**config.mk**
```make
export PLATFORM = sky130hd
export DESIGN_NAME = fma_nan_select
export DESIGN_NICKNAME = d
export VERILOG_FILES = /design/src/rtl/fma_nan_pkg.sv /design/src/rtl/fnan_classify.sv /design/src/rtl/fnan_priority.sv /design/src/rtl/fnan_resolve.sv /design/src/rtl/fma_nan_select.sv
export SDC_FILE = /design/constraint.sdc
export NUM_CORES = 1
export LEC_CHECK = 0
export ABC_AREA = 1
export ABC_CLOCK_PERIOD_IN_PS = 8300
export CAP_MARGIN = 5
export CORE_ASPECT_RATIO = 2
export CORE_MARGIN = 1.5
export CORE_UTILIZATION = 42
export CTS_CLUSTER_SIZE = 20
export DETAILED_ROUTE_END_ITERATION = 7
export GPL_TIMING_DRIVEN = 0
export PLACE_DENSITY = 0.87
export SKIP_CTS_REPAIR_TIMING = 1
export SLEW_MARGIN = 20
export SYNTH_ARGS = -nofsm -noshare
export SYNTH_HDL_FRONTEND = slang
export SYNTH_SLANG_ARGS = --single-unit
```
**constraint.sdc**
```tcl
create_clock -name clk -period 8.3 [get_ports clk]
set_input_delay 1.66 -clock clk [delete_from_list [all_inputs] [get_ports clk]]
set_output_delay 1.66 -clock clk [all_outputs]
set_load 0.02 [all_outputs]
```
**src/rtl/fma_nan_pkg.sv**
```systemverilog
package fma_nan_pkg;

  localparam int unsigned FP_EXP_W  = 11;
  localparam int unsigned FP_FRAC_W = 52;
  localparam int unsigned N_OPS     = 3;

  typedef enum logic [1:0] {
    PICK_A    = 2'd0,
    PICK_B    = 2'd1,
    PICK_C    = 2'd2,
    PICK_DFLT = 2'd3
  } pick_e;

  typedef enum logic [1:0] {
    RULE_CSIG_FIRST = 2'd0,
    RULE_IZ_DEFAULT = 2'd1,
    RULE_A_THEN_C   = 2'd2,
    RULE_ABC        = 2'd3
  } rule_e;

endpackage

```
**src/rtl/fnan_classify.sv**
```systemverilog
module fnan_classify #(
  parameter int unsigned EXP_W  = fma_nan_pkg::FP_EXP_W,
  parameter int unsigned FRAC_W = fma_nan_pkg::FP_FRAC_W,
  localparam int unsigned W     = 1 + EXP_W + FRAC_W
) (
  input  logic [W-1:0] op,
  input  logic         snan_inv,
  output logic         is_quiet,
  output logic         is_signal
);
  logic exp_full;
  logic top_bit;
  logic low_nz;

  assign exp_full = &op[W-2 -: EXP_W];
  assign top_bit  = op[FRAC_W-1];
  assign low_nz   = |op[FRAC_W-2:0];

  always_comb begin
    if (snan_inv) begin
      is_signal = exp_full && top_bit;
      is_quiet  = exp_full && !top_bit && low_nz;
    end else begin
      is_quiet  = exp_full && top_bit;
      is_signal = exp_full && !top_bit && low_nz;
    end
  end
endmodule

```
**src/rtl/fnan_priority.sv**
```systemverilog
module fnan_priority
  import fma_nan_pkg::*;
(
  input  logic [N_OPS-1:0] q,
  input  logic [N_OPS-1:0] s,
  input  logic             infzero,
  input  rule_e            rule,
  input  logic             snan_inv,
  output pick_e            pick,
  output logic             invalid
);
  localparam int unsigned IA = 0;
  localparam int unsigned IB = 1;
  localparam int unsigned IC = 2;

  logic [N_OPS-1:0] any_nan;
  logic             iz_raise;

  assign any_nan = q | s;

  always_comb begin
    iz_raise = 1'b0;
    pick     = PICK_B;
    unique case (rule)
      RULE_CSIG_FIRST: begin
        if (infzero && q[IC]) begin
          iz_raise = 1'b1;
          pick     = PICK_DFLT;
        end else if (s[IC]) pick = PICK_C;
        else if (s[IA])     pick = PICK_A;
        else if (s[IB])     pick = PICK_B;
        else if (q[IC])     pick = PICK_C;
        else if (q[IA])     pick = PICK_A;
        else                pick = PICK_B;
      end
      RULE_IZ_DEFAULT: begin
        if (infzero) begin
          iz_raise = 1'b1;
          pick     = PICK_DFLT;
        end else if (snan_inv) begin
          if (s[IA])          pick = PICK_A;
          else if (s[IB])     pick = PICK_B;
          else if (s[IC])     pick = PICK_C;
          else if (q[IA])     pick = PICK_A;
          else if (q[IB])     pick = PICK_B;
          else                pick = PICK_C;
        end else begin
          if (s[IC])          pick = PICK_C;
          else if (s[IA])     pick = PICK_A;
          else if (s[IB])     pick = PICK_B;
          else if (q[IC])     pick = PICK_C;
          else if (q[IA])     pick = PICK_A;
          else                pick = PICK_B;
        end
      end
      RULE_A_THEN_C: begin
        if (infzero) begin
          iz_raise = 1'b1;
          pick     = PICK_C;
        end else if (any_nan[IA]) pick = PICK_A;
        else if (any_nan[IC])     pick = PICK_C;
        else                      pick = PICK_B;
      end
      default: begin
        if (any_nan[IA])      pick = PICK_A;
        else if (any_nan[IB]) pick = PICK_B;
        else                  pick = PICK_C;
      end
    endcase
    invalid = iz_raise | (|s);
  end
endmodule

```
**src/rtl/fnan_resolve.sv**
```systemverilog
module fnan_resolve
  import fma_nan_pkg::*;
#(
  parameter int unsigned EXP_W  = FP_EXP_W,
  parameter int unsigned FRAC_W = FP_FRAC_W,
  localparam int unsigned W     = 1 + EXP_W + FRAC_W
) (
  input  logic [N_OPS-1:0][W-1:0] ops,
  input  logic [N_OPS-1:0]        s,
  input  pick_e                   pick,
  input  logic                    snan_inv,
  input  logic                    force_dflt,
  output logic [W-1:0]            result
);
  logic [W-1:0] dflt_nan;
  logic [W-1:0] chosen;
  logic         chosen_sig;

  // Default NaN: positive sign, full exponent, quiet encoding for the polarity.
  always_comb begin
    dflt_nan                 = '0;
    dflt_nan[W-2 -: EXP_W]   = '1;
    if (snan_inv) dflt_nan[FRAC_W-2:0] = '1;
    else          dflt_nan[FRAC_W-1]   = 1'b1;
  end

  always_comb begin
    chosen     = ops[0];
    chosen_sig = 1'b0;
    if (pick != PICK_DFLT) begin
      chosen     = ops[pick];
      chosen_sig = s[pick];
    end
  end

  always_comb begin
    if (force_dflt || pick == PICK_DFLT) result = dflt_nan;
    else if (chosen_sig) begin
      if (snan_inv) result = dflt_nan;
      else          result = chosen | (W'(1) << (FRAC_W - 1));
    end else        result = chosen;
  end
endmodule

```
**src/rtl/fma_nan_select.sv**
```systemverilog
module fma_nan_select
  import fma_nan_pkg::*;
#(
  parameter int unsigned EXP_W  = FP_EXP_W,
  parameter int unsigned FRAC_W = FP_FRAC_W,
  localparam int unsigned W     = 1 + EXP_W + FRAC_W
) (
  input  logic         clk,
  input  logic         rst_n,
  input  logic         in_valid,
  output logic         in_ready,
  input  logic [W-1:0] in_a,
  input  logic [W-1:0] in_b,
  input  logic [W-1:0] in_c,
  input  logic         in_infzero,
  input  logic [1:0]   cfg_rule,
  input  logic         cfg_snan_inv,
  input  logic         cfg_dflt_nan,
  output logic         out_valid,
  input  logic         out_ready,
  output logic [1:0]   out_pick,
  output logic [W-1:0] out_result,
  output logic         out_invalid
);
  logic [N_OPS-1:0][W-1:0] ops;
  logic [N_OPS-1:0]        cls_q;
  logic [N_OPS-1:0]        cls_s;
  pick_e                   sel_pick;
  logic                    sel_inv;
  logic [W-1:0]            sel_res;
  logic                    in_fire;
  logic                    r_snan_inv;

  assign ops = {in_c, in_b, in_a};

  for (genvar gi = 0; gi < N_OPS; gi++) begin : g_cls
    fnan_classify #(.EXP_W(EXP_W), .FRAC_W(FRAC_W)) u_cls (
      .op        (ops[gi]),
      .snan_inv  (cfg_snan_inv),
      .is_quiet  (cls_q[gi]),
      .is_signal (cls_s[gi])
    );
  end

  fnan_priority u_pri (
    .q        (cls_q),
    .s        (cls_s),
    .infzero  (in_infzero),
    .rule     (rule_e'(cfg_rule)),
    .snan_inv (cfg_snan_inv),
    .pick     (sel_pick),
    .invalid  (sel_inv)
  );

  fnan_resolve #(.EXP_W(EXP_W), .FRAC_W(FRAC_W)) u_res (
    .ops        (ops),
    .s          (cls_s),
    .pick       (sel_pick),
    .snan_inv   (cfg_snan_inv),
    .force_dflt (cfg_dflt_nan),
    .result     (sel_res)
  );

  assign in_ready = !out_valid || out_ready;
  assign in_fire  = in_valid && in_ready;

  always_ff @(posedge clk) begin
    if (!rst_n) begin
      out_valid   <= 1'b0;
      out_pick    <= 2'd0;
      out_result  <= '0;
      out_invalid <= 1'b0;
      r_snan_inv  <= 1'b0;
    end else begin
      if (in_ready) out_valid <= in_valid;
      if (in_fire) begin
        out_pick    <= sel_pick;
        out_result  <= sel_res;
        out_invalid <= sel_inv;
        r_snan_inv  <= cfg_snan_inv;
      end
    end
  end

  // a stalled result is held and the input is closed
  a_r12_stall_hold: assert property (@(posedge clk) disable iff (!rst_n)
    out_valid && !out_ready |=> out_valid && $stable(out_result)
                               && $stable(out_pick) && $stable(out_invalid));

  // any signaling operand raises invalid
  a_r5_sig_invalid: assert property (@(posedge clk) disable iff (!rst_n)
    in_fire && (|cls_s) |=> out_invalid);

  // rule 3 raises invalid only for signaling operands
  a_r10_no_iz_invalid: assert property (@(posedge clk) disable iff (!rst_n)
    in_fire && cfg_rule == 2'd3 && !(|cls_s) |=> !out_invalid);

  // rule 1 with infzero always yields the default choice and invalid
  a_r7_iz_default: assert property (@(posedge clk) disable iff (!rst_n)
    in_fire && cfg_rule == 2'd1 && in_infzero |=> out_pick == 2'd3 && out_invalid);

  // a default choice carries a NaN that is quiet for its polarity
  a_r4_dflt_shape: assert property (@(posedge clk) disable iff (!rst_n)
    out_valid && out_pick == 2'd3 |->
      (&out_result[W-2 -: EXP_W]) && out_result[FRAC_W-1] == !r_snan_inv
      && (|out_result[FRAC_W-1:0]) && !out_result[W-1]);

  // forced default NaN follows the polarity captured with the operands
  a_r11_force_shape: assert property (@(posedge clk) disable iff (!rst_n)
    in_fire && cfg_dflt_nan |=>
      (&out_result[W-2 -: EXP_W]) && out_result[FRAC_W-1] == !$past(cfg_snan_inv));
endmodule

```
Word-level counts from Yosys, hierarchy flattened
Index checks and enable logic that the tools add are counted.

word-level totals
  output and inout bits = 69
  register bits after elaboration = 68
  input bits = 201
  logic and storage cells = 76

cells by class
  reductions and logical operators = 26
  bitwise logic cells = 2
  eq/ne operators = 4
  order comparisons = 1
  muxes and demuxes = 39

operators by type and width
  cell                  number
  $mux W64              5
  $reduce_or A51 Y1     3
  $bmux W64 S2          1
  $mux W51              1
  $mux W2               17
  $reduce_and A11 Y1    3
  $mux W1               12
  $logic_and A1 B1 Y1   11
  $pmux W2 S3           1
  $eq A2 B2 Y1 const B  2
  $logic_not A1 Y1      4
  $lt A2 B3 Y1 const B  1
  $or A3 B3 Y3          1
  $reduce_or A3 Y1      1
  $bmux W1 S2           1
  $eq A2 B1 Y1 const B  1
  $logic_not A2 Y1      1
  $logic_or A1 B1 Y1    2
  $ne A2 B2 Y1 const B  1
  $pmux W1 S2           1
  $reduce_or A2 Y1      1
  $or A1 B1 Y1          1

Logic depth before layout (Yosys ltp)
  depth in word-level cells = 18
  gate-level depth with buffers = 25
  mapped depth without buffers = 25

Cells and area by module
A second synthesis with hierarchy kept.

unflattened totals
  cell total of the unflattened synthesis = 1,056
  area total of the unflattened synthesis = 5,938.2 sq um

modules (own cells, without submodules)
  module          instances  cells an instance  area an instance (sq um)  seq. area each (sq um)
  fma_nan_select  1          444                3,036.7                   1,361.3
  fnan_resolve    1          361                1,828.0                   0.0
  fnan_classify   3          65                 260.2                     0.0
  fnan_priority   1          56                 292.8                     0.0

Worst setup path after synthesis
Ideal clock, no wire load.

  path type = input to register
  from = input port in_b[40]
  to = register out_result[1]
  setup time = 0.120 ns
  required time = 8.180 ns
  buffers on the path = 1
  slack = 4.541 ns
  arrival time = 3.639 ns
  stages = 20
  cells stage by stage = or2_1 nor2_1 nand3_1 nor2_1 nand2_1 nand3_1 nand2_1 inv_2 nand2_1 nand3_1 nand3_1 nand2_1 nand2_1 nand2_1 nand2_2 a21oi_4 nand3_1 a21oi_4 buf_4 a21oi_1

between the ends
  word-level cells in the longest chain between the ends = 17
  elaborated cells on any way between the ends = 31
  those cells by class = eq/ne (2); mux (25); bitwise (1); reduce/logical (3)

RTL lines
  item                            line                                      text
  from (decl)                     fma_nan_select.sv:13                      input logic [W-1:0] in_b,
  $reduce_or A51 Y1 *             fnan_classify.sv:17                       assign low_nz = |op[FRAC_W-2:0];
  $logic_and A1 B1 Y1 *           fnan_classify.sv:22, fnan_classify.sv:25
  $mux W1                         fnan_classify.sv:20                       if (snan_inv) begin
  $mux W2                         fnan_priority.sv:45                       else if (q[IB]) pick = PICK_B;
  $mux W2                         fnan_priority.sv:44                       else if (q[IA]) pick = PICK_A;
  $mux W2                         fnan_priority.sv:43                       else if (s[IC]) pick = PICK_C;
  $mux W2                         fnan_priority.sv:42                       else if (s[IB]) pick = PICK_B;
  $mux W2                         fnan_priority.sv:41                       if (s[IA]) pick = PICK_A;
  $mux W2                         fnan_priority.sv:40                       end else if (snan_inv) begin
  $mux W2                         fnan_priority.sv:37                       if (infzero) begin
  $pmux W2 S3                     fnan_priority.sv:24                       unique case (rule)
  $bmux W64 S2                    fnan_resolve.sv:31                        chosen = ops[pick];
  $mux W64 (implied by the code)  fnan_resolve.sv:31
  $mux W64                        fnan_resolve.sv:30                        if (pick != PICK_DFLT) begin
  $mux W64                        fnan_resolve.sv:39                        if (snan_inv) result = dflt_nan;
  $mux W64                        fnan_resolve.sv:38                        else if (chosen_sig) begin
  $mux W64 *                      fnan_resolve.sv:37                        if (force_dflt || pick == PICK_DFLT) result = dflt_nan;
  to (signal assigned)            fma_nan_select.sv:78                      out_result <= sel_res;
  to (decl)                       fma_nan_select.sv:22                      output logic [W-1:0] out_result,

Every way passes the cells marked *; elsewhere a longest branch is shown, timed or not. The select of a mux whose other input is x is not followed.
A chain may end at the register's enable or synchronous reset.

Final worst setup path
  from = input port in_a[30]
  to = register out_result[39]

between the ends
  word-level cells in the longest chain between the ends = 17
  elaborated cells on any way between the ends = 33
  those cells by class = eq/ne (2); mux (27); bitwise (1); reduce/logical (3)

RTL lines
  item                            line                                      text
  from (decl)                     fma_nan_select.sv:12                      input logic [W-1:0] in_a,
  $reduce_or A51 Y1 *             fnan_classify.sv:17
  $logic_and A1 B1 Y1 *           fnan_classify.sv:22, fnan_classify.sv:25
  $mux W1                         fnan_classify.sv:20
  $mux W1                         fnan_priority.sv:33, fnan_priority.sv:52
  $mux W2                         fnan_priority.sv:32                       else if (q[IC]) pick = PICK_C;
  $mux W2                         fnan_priority.sv:31                       else if (s[IB]) pick = PICK_B;
  $mux W2                         fnan_priority.sv:49                       else if (s[IA]) pick = PICK_A;
  $mux W2                         fnan_priority.sv:29                       end else if (s[IC]) pick = PICK_C;
  $mux W2                         fnan_priority.sv:40
  $mux W2                         fnan_priority.sv:37
  $pmux W2 S3                     fnan_priority.sv:24
  $bmux W64 S2                    fnan_resolve.sv:31
  $mux W64 (implied by the code)  fnan_resolve.sv:31
  $mux W64                        fnan_resolve.sv:30
  $mux W64                        fnan_resolve.sv:39
  $mux W64                        fnan_resolve.sv:38
  $mux W64 *                      fnan_resolve.sv:37

Marks and branches as above.

==> flow_summary.json <==
{
  "synth_area_leaders": "dfxtp_1 (29%), nand2_1 (17%), nor2_1 (9.3%)",
  "routabilityCongestion": 0.948,
  "drive_gt1_share_pct": 3.91,
  "grt_max_degree": 12,
  "cp-end-kind": "register",
  "fin_crit_ns": 4.81,
  "core_area_um2": 10900,
  "port_buffers": 267,
  "clk_pin_slew_worst_paths_ns": 0.06,
  "drt-vias-per-instance": 5.65,
  "swShare_pct": 33.6,
  "p_per_area_nw_per_um2": 149,
  "synth_edf_count": 0,
  "path_class": "input port to register",
  "wl_per_cell_um": 17.8,
  "synth_most_common_cell": "nand2_1",
  "grt_use_total_pct": 35.3,
  "place_area_um2": 7590,
  "hpwl_um": 17300,
  "netlist_area_um2": 4750,
  "finalMaxSlewViolations": 0,
  "max_freq_mhz": 208,
  "outcome": "completed",
  "drc": 0,
  "diodes": 0,
  "cts_tree": "done",
  "setup_tns_ns": 0,
  "postLayoutCoreUtil_pct": 72.0,
  "pwr-share-comb_pct": 37.3,
  "yosysWarnings": 0,
  "slew-limit-headroom_pct": 59.2,
  "cts_root_buf": "clkbuf_16",
  "syn_nets": 996,
  "setup_violations": 0,
  "final_area_um2": 7880,
  "seq_area_frac_synth_pct": 28.7,
  "cts_buffers": 9,
  "initial_core_util_pct": 43.4,
  "grt_pass1_wl_um": 33000,
  "nets": 1274,
  "crit_path_cell_trace": "clkdlybuf4s50_1 > nor2_1 > nand2_1 > nor2_1 > nand2_1 > nor2_1 > nand2_1 > nand2_1 > nand2_1 > nand2_1 > and2_1 > nand3_1 > nand3_1 > nand2_1 > nand2_1 > nand2_1 > nand2_2 > nand2_1 > nand3_1 > nand3_1 > a21oi_4 > buf_4 > a21oi_1",
  "reg2regPathDepth": 5,
  "htreeDepth": 3,
  "skew_ns": 0.00337,
  "die_h_um": 153,
  "synth_top_area_cell": "dfxtp_1",
  "fill_cells": 966,
  "synth_common_cells": "nand2_1 (216), nor2_1 (117), o21ai_0 (76)",
  "rsz0062_at_grt": "false",
  "synthFlopType": "dfxtp_1",
  "worstPathMaxFanout": 10,
  "std_cell_rows": 54,
  "worstMarginPinSlew_ns": 0.612,
  "drtIter0Drc": 503,
  "critPathSlowestCell": "clkdlybuf4s50_1",
  "required_ns": 8.52,
  "start_kind": "input port",
  "ys_types": 27,
  "holdPathStages": 2,
  "fp.dieW_um": 78.2,
  "hold_path.class": "register to register",
  "p_seq_share_pct": 31.9,
  "worstPathArrival_ns": 5.02,
  "dr_total_vias": 6855,
  "io_pins": 270,
  "dieArea_um2": 12000,
  "antenna_found_initial": 0,
  "area_delta_synth_final_pct": 65.9,
  "ys_seq_elements": 68,
  "p_int_uw": 780,
  "clock_sinks": 68,
  "dr.pass1.iters": 6,
  "clock_latency_ns": 0.33,
  "finalHoldViolCount": 0,
  "final_antenna_net_count": 0,
  "synth_top_area_share_pct": 28.7,
  "ctsLongestPathBuffers": 2,
  "critPathMaxStageDelay_ns": 0.45,
  "crit_path_frequent_cell": "nand2_1",
  "post_synth.cell_area_avg_um2": 6.00,
  "synthCells": 791,
  "min_period_over_period_pct": 57.9,
  "ir_drop_v": 0.000105,
  "p_leak_uw": 0.00308,
  "max-cap-violations": 0,
  "p_sw_uw": 395,
  "postRouteWirelength_um": 21600,
  "synthArstFlopShare_pct": 0,
  "grt_overflow": 0,
  "grt_pass1_vias": 6765,
  "pwr-share-clk_pct": 30.8
}
-- cell usage in the layout (no fill, tap or decap), drive strengths merged --
cell type / count
a31oi: 1
inv: 25
a41oi: 7
o221a: 1
clkinvlp: 1
o21ai: 76
buf: 23
nand4: 6
nor3: 7
and2: 1
ha: 4
a21boi: 1
nor2: 117
nand2: 217
clkbuf: 44
or2: 1
dfxtp: 68
a21oi: 76
nand3b: 1
nand3: 73
clkinv: 3
clkdlybuf4s50: 267
nor3b: 1
o211ai: 53
-- through the flow --
stage,total power [µW],hold WS (ns),cells,setup WS (ns)
floorplan,580,0.544,791,4.54
global placement,806,0.454,1198,3.30
detailed placement,811,0.465,1198,3.23
CTS,1170,0.474,1214,3.56
global route,1230,0.489,1214,3.24
finish,1180,0.471,1214,3.49
-- final timing paths --
path / end / startpoint / slack (ns)
setup / recovery: out_result[39] / in_a[30] / 3.49
hold / removal: out_result[63] / out_result[63] / 0.47
setup reg to reg: out_invalid / out_valid / 6.50
hold reg to reg: out_result[63] / out_result[63] / 0.47
-- layout make-up --
class,instances,area (µm²),share of cell area [%]
Timing Repair Buffer,267,2670,33.9
Tap cell,140,175,2.22
Clock inverter,3,21.3,0.270
Multi-Input combinational cell,643,3040,38.6
Sequential cell,68,1360,17.3
Buffer,54,245,3.11
Clock buffer,13,260,3.30
Inverter,26,97.6,1.24
-- power by group through the flow --
stage | logic (µW) | clock network (µW) | registers (µW)
floorplan | 165 | 0 | 415
global placement | 426 | 0 | 380
detailed placement | 431 | 0 | 380
CTS | 433 | 363 | 375
global route | 469 | 381 | 378
finish | 438 | 362 | 375
-- cells by family after synthesis --
| logic type | synth area share (%) |
|---|---|
| AO/OA/AOI/OAI | 26.8 |
| adder cells (fa/ha/maj) | 1.05 |
| flip-flops | 28.7 |
| buffers and inverters | 7.22 |
| AND/OR/NAND/NOR | 36.3 |
-- state kept, by name (all words and copies together) (netlist names) --
name,cells
out_invalid,1
out_pick,2
out_result,64
out_valid,1
-- per-layer routing --
| metal | vias to the layer above | routed length [µm] | track usage [%] |
|---|---|---|---|
| met5 | - | 0 | 0 |
| met3 | 111 | 1290 | 4.96 |
| li1 | 3275 | - | - |
| met2 | 402 | 11300 | 65.4 |
| met1 | 3067 | 7380 | 35.1 |
| met4 | 0 | 1590 | 24.5 |
-- critical path: cells and delay by family --
kind	cells	cell delay [ns]
and+or+nand+nor	19	2.24
buffers and inverters	2	0.69
AOI/OAI and AO/OA	2	0.40
Note: power is estimated with default switching activity, not from simulation.
